[config.mk]
export PLATFORM = sky130hd
export DESIGN_NAME = seq_burst_addr
export DESIGN_NICKNAME = d
export VERILOG_FILES = /design/src/rtl/seq_pkg.sv /design/src/rtl/seq_beat_counter.sv /design/src/rtl/seq_order_unit.sv /design/src/rtl/seq_burst_addr.sv
export SDC_FILE = /design/constraint.sdc
export NUM_CORES = 1
export LEC_CHECK = 0
export ABC_AREA = 1
export BUFFER_PORTS_ARGS = -buffer_cell sky130_fd_sc_hd__buf_2
export CAP_MARGIN = 5
export CORE_MARGIN = 2
export CORE_UTILIZATION = 35
export DETAILED_ROUTE_END_ITERATION = 6
export PLACE_DENSITY_LB_ADDON = 0.08
export SKIP_LAST_GASP = 1
export SLEW_MARGIN = 20
export SYNTH_ARGS = -nofsm -noshare
export SYNTH_HDL_FRONTEND = slang
export SYNTH_SLANG_ARGS = --single-unit
[constraint.sdc]
create_clock -name clk -period 1.5 [get_ports clk]
set_clock_uncertainty 0.05 [all_clocks]
set_input_delay 0.225 -clock clk [delete_from_list [all_inputs] [get_ports clk]]
set_output_delay 0.225 -clock clk [all_outputs]
set_load 0.01 [all_outputs]
[src/rtl/seq_pkg.sv]
package seq_pkg;
    // Number of low address bits stepped by a burst (four beats)
    localparam int BEAT_W = 2;

    typedef enum logic {
        ORD_LINEAR     = 1'b0,
        ORD_INTERLEAVE = 1'b1
    } order_e;
endpackage

[src/rtl/seq_beat_counter.sv]
module seq_beat_counter #(
    parameter int W = 2
) (
    input  logic         clk,
    input  logic         rst_n,
    input  logic         en,
    input  logic         clr,
    output logic [W-1:0] cnt_o,
    output logic [W-1:0] nxt_o
);
    typedef struct packed {
        logic [W-1:0] cnt;
    } ctr_t;

    ctr_t ctr_d, ctr_q;

    always_comb begin
        ctr_d = ctr_q;
        nxt_o = clr ? '0 : W'(ctr_q.cnt + 1'b1);
        if (en) begin
            ctr_d.cnt = nxt_o;
        end
    end

    always_ff @(posedge clk or negedge rst_n) begin
        if (!rst_n) begin
            ctr_q <= '0;
        end else begin
            ctr_q <= ctr_d;
        end
    end

    assign cnt_o = ctr_q.cnt;

    // the beat count wraps modulo 2**W when it advances
    p_count_wraps_r6: assert property (@(posedge clk) disable iff (!rst_n)
        (en && !clr) |=> (cnt_o == W'($past(cnt_o) + 1'b1)));

    // a load restarts the count at beat 0
    p_count_clears_r8: assert property (@(posedge clk) disable iff (!rst_n)
        (en && clr) |=> (cnt_o == '0));

    // the count holds while disabled
    p_count_holds_r7: assert property (@(posedge clk) disable iff (!rst_n)
        !en |=> $stable(cnt_o));
endmodule

[src/rtl/seq_order_unit.sv]
module seq_order_unit #(
    parameter int W = 2
) (
    input  logic [W-1:0] start_i,
    input  logic [W-1:0] beat_i,
    input  logic         ilv_i,
    output logic [W-1:0] low_o
);
    logic [W-1:0] lin_w;
    logic [W-1:0] ilv_w;

    // Linear order: offset from the start, wrapping at 2**W
    assign lin_w = W'(start_i + beat_i);

    // Interleaved order: each bit of the start flipped by the beat index
    for (genvar gi = 0; gi < W; gi++) begin : g_xor
        assign ilv_w[gi] = start_i[gi] ^ beat_i[gi];
    end

    assign low_o = ilv_i ? ilv_w : lin_w;
endmodule

[src/rtl/seq_burst_addr.sv]
module seq_burst_addr #(
    parameter int ADDR_W = 20
) (
    input  logic              clk,
    input  logic              rst_n,
    input  logic              clk_en,
    input  logic              ld_nadv,
    input  logic              order_ilv,
    input  logic [ADDR_W-1:0] addr_in,
    output logic [ADDR_W-1:0] addr_out
);
    import seq_pkg::*;

    localparam int BW = BEAT_W;
    localparam int UW = ADDR_W - BW;

    typedef struct packed {
        logic [UW-1:0] upper;
        logic [BW-1:0] start;
        logic [BW-1:0] low;
    } st_t;

    st_t st_d, st_q;

    logic [BW-1:0] cnt_q;
    logic [BW-1:0] cnt_nxt;
    logic [BW-1:0] start_sel;
    logic [BW-1:0] low_nxt;
    order_e        ord;

    assign ord       = order_e'(order_ilv);
    assign start_sel = ld_nadv ? addr_in[BW-1:0] : st_q.start;

    seq_beat_counter #(.W(BW)) u_ctr (
        .clk   (clk),
        .rst_n (rst_n),
        .en    (clk_en),
        .clr   (ld_nadv),
        .cnt_o (cnt_q),
        .nxt_o (cnt_nxt)
    );

    seq_order_unit #(.W(BW)) u_ord (
        .start_i (start_sel),
        .beat_i  (cnt_nxt),
        .ilv_i   (ord == ORD_INTERLEAVE),
        .low_o   (low_nxt)
    );

    always_comb begin
        st_d = st_q;
        if (clk_en) begin
            if (ld_nadv) begin
                st_d.upper = addr_in[ADDR_W-1:BW];
                st_d.start = addr_in[BW-1:0];
            end
            st_d.low = low_nxt;
        end
    end

    always_ff @(posedge clk or negedge rst_n) begin
        if (!rst_n) begin
            st_q <= '0;
        end else begin
            st_q <= st_d;
        end
    end

    assign addr_out = {st_q.upper, st_q.low};

    // a load presents the external address on the next cycle
    p_load_r2: assert property (@(posedge clk) disable iff (!rst_n)
        (clk_en && ld_nadv) |=> (addr_out == $past(addr_in)));

    // linear advance steps the low bits by one
    p_linear_r3: assert property (@(posedge clk) disable iff (!rst_n)
        (clk_en && !ld_nadv && !order_ilv) |=>
        (addr_out[BW-1:0] == BW'($past(addr_out[BW-1:0]) + 1'b1)));

    // interleaved low bits are the start XOR the beat count
    p_interleave_r4: assert property (@(posedge clk) disable iff (!rst_n)
        (clk_en && !ld_nadv && order_ilv) |=>
        ((addr_out[BW-1:0] ^ st_q.start) == cnt_q));

    // upper bits do not move during advances
    p_upper_fixed_r5: assert property (@(posedge clk) disable iff (!rst_n)
        (clk_en && !ld_nadv) |=> $stable(addr_out[ADDR_W-1:BW]));

    // a disabled cycle freezes the output
    p_freeze_r7: assert property (@(posedge clk) disable iff (!rst_n)
        !clk_en |=> $stable(addr_out));
endmodule

==> qor.yml <==
synthesis:
  synth_top_cells_by_count: "dfrtp_1, buf_4, nand2_1"
  ys_types: 13
  synth.area.top_cells: "dfrtp_1, mux2_4, buf_4, nand2_1, inv_1"
  synth.most_common_cell: "dfrtp_1"
  syn_area_um2: 1210
  synth_top_cell_by_area: "dfrtp_1"
  syn_avg_cell_area_um2: 11.52
  synthArstFlopShare_pct: 100.0
  synth_flop_cell: "dfrtp_1"
  synth-seq-cells: 24
  synth_fp_nets: 131
  synth_cells: 105
  ys_warn_count: 0
  synth-edff-count: 0
  yosysSeqAreaShare_pct: 49.64
  synth_top_area_share_pct: 49.64
drt:
  drc_errors: 0
  drt_pre_antenna_iters: 4
  viasPerCell: 4.311
  routedWlPerCell_um: 10.64
  vias: 776
  routed_wirelength_um: 1915
  antenna_left: 0
  drt_iter0_markers: 22
floorplan:
  die_w_um: 62.80
  ios: 45
  die_h_um: 62.80
  rows: 21
  start_util_pct: 36.26
  dieArea_um2: 3943
  core_area_um2: 3337
global_route:
  antenna_found_initial: 0
  grt_overflow: 0
  grt_max_degree: 25
  grt_usage_pct: 10.88
  grt_first_pass_wirelength_um: 3367
  grt_pass1_vias: 755
setup_path:
  arrival_ps: 1390
  worstSetupPathType: "flip-flop to flip-flop"
  required_ps: 1660
  cp-end-kind: "flip-flop"
  cp-start-kind: "flip-flop"
  crit_fanout: 4
timing:
  hold_viol: 0
  rsz0062_at_grt: "no"
  finalCritPeriodShare_pct: 81.52
  tightest_slew_ps: 539.6
  finalSetupViolCount: 0
  fin_crit_ps: 1223
  slew_headroom_pct: 64.03
  finalMaxSlewViolations: 0
  max_freq_ghz: 0.8178
  finalSetupTns_ps: 0
clock_network:
  cts_made_buffers: 3
  path_clk_slew_ps: 130
  numClockSinks: 24
  cts_tree: "yes"
  root_buffer: "clkbuf_4"
  clockBufferDepth: 2
  htree_levels: 1
  clk_latency_ps: 300
power_and_ir_drop:
  powerDensity_nw_per_um2: 1152
  peakVddDrop_uv: 947.1
  power_mw: 1.604
  p_leak_nw: 0.7747
placement:
  gp_congestion: 0.8202
  portBuffers: 44
  place_hpwl_um: 1430
job:
  max-cap-violations: 0
outcome:
  outcome: "completed"
finish:
  synthToLayoutAreaGrowth_pct: 15.10
  fin_nets: 161
  drive_above_1_share_pct: 51.49
  antennaDiodeCount: 0
worst_hold_path:
  min_path_type: "primary input to flip-flop"
[final cells by class]
class,count,area (um^2)
Multi-Input combinational cell,52,410.4
Sequential cell,24,600.6
Tap cell,46,57.56
Fill cell,356,1944
Clock buffer,3,22.52
Timing Repair Buffer,47,245.2
Clock inverter,1,30.03
Inverter,7,26.28
[metal layers]
layer,global-route usage [%],up-vias,wire length [um]
li1,-,373,-
met1,14.02,378,896
met2,16.94,23,885
met3,3.604,2,117
met4,4.167,0,15
met5,0,-,0
[state kept, by name, summed over array words and instances (netlist names)]
register / count
st_q: 2
addr_out: 20
u_ctr.cnt_o: 2
[placed cells by master (no fill, tap or decap)]
cell type and instances:
buf_2 44, buf_4 2, bufinv_16 1, clkbuf_4 3
dfrtp_1 24, dlygate4sd3_1 1, ha_1 1, inv_1 7
mux2_2 2, mux2_4 16, nand2_1 19, nand2_2 1
nand3_1 3, nor2_1 6, nor3_1 1, o21ai_0 3
[per-stage QoR]
stage / setup WS, ps / util, % / hold WS [ps] / instance area, um^2 / instances
6_report: 277.2 / 41.73 / 81.17 / 1393 / 180
5_1_grt: 159.8 / 41.73 / 41.10 / 1393 / 180
4_1_cts: 277.3 / 41.73 / 56.41 / 1393 / 180
3_5_place_dp: 207.1 / 39.86 / 197.1 / 1330 / 175
3_3_place_gp: 267.8 / 39.86 / 196.7 / 1330 / 175
2_1_floorplan: 357.0 / - / -120.6 / 1210 / 105
[kinds of logic (layout without fill, tap and decap cells)]
| kind of cell | count (synthesis) | in the layout | synth area share, % |
|---|---|---|---|
| AND/OR/NAND/NOR | 30 | 30 | 9.927 |
| buffers and inverters | 29 | 58 | 16.44 |
| flip-flops | 24 | 24 | 49.64 |
| multiplexers | 18 | 18 | 21.72 |
| AO/OA/AOI/OAI | 3 | 3 | 1.241 |
| adder cells (fa/ha/maj) | 1 | 1 | 1.034 |
[critical path: stages, from the launching register on]
cell	delay, ps
dfrtp_1	440
nor2_1	150
ha_1	160
nand2_1	60
nand3_1	100
nand2_1	60
nand2_1	50
nand3_1	70
[final timing paths]
check / from / end / slack, ps / depth (start not counted)
max reg2reg: u_ctr.cnt_o[0]$_DFFE_PN0P_ / addr_out[1]$_DFFE_PN0P_ / 280 / 7
min in group asynchronous: rst_n / st_q[3]$_DFFE_PN0P_ / 360 / 2
max in group asynchronous: rst_n / addr_out[14]$_DFFE_PN0P_ / 680 / 2
min: addr_in[6] / addr_out[6]$_DFFE_PN0P_ / 80 / 2
min reg2reg: addr_out[0]$_DFFE_PN0P_ / addr_out[0]$_DFFE_PN0P_ / 440 / 2
max: u_ctr.cnt_o[0]$_DFFE_PN0P_ / addr_out[1]$_DFFE_PN0P_ / 280 / 7
[where the power goes]
part	internal (mW)	total, mW	switching (mW)	leakage (nW)
clock	0.270	0.456	0.186	0.0279
sequential	0.741	0.790	0.0492	0.285
combinational	0.200	0.358	0.158	0.462
total	1.21	1.60	0.393	0.775
[repair_timing]
action | 4_1_cts | 5_1_grt
hold endpoints to repair | 24 | 0
gates resized for setup | 0 | 0
hold buffers | 1 | 0
buffers inserted | 0 | 0
Note: power is estimated with default switching activity, not from simulation.
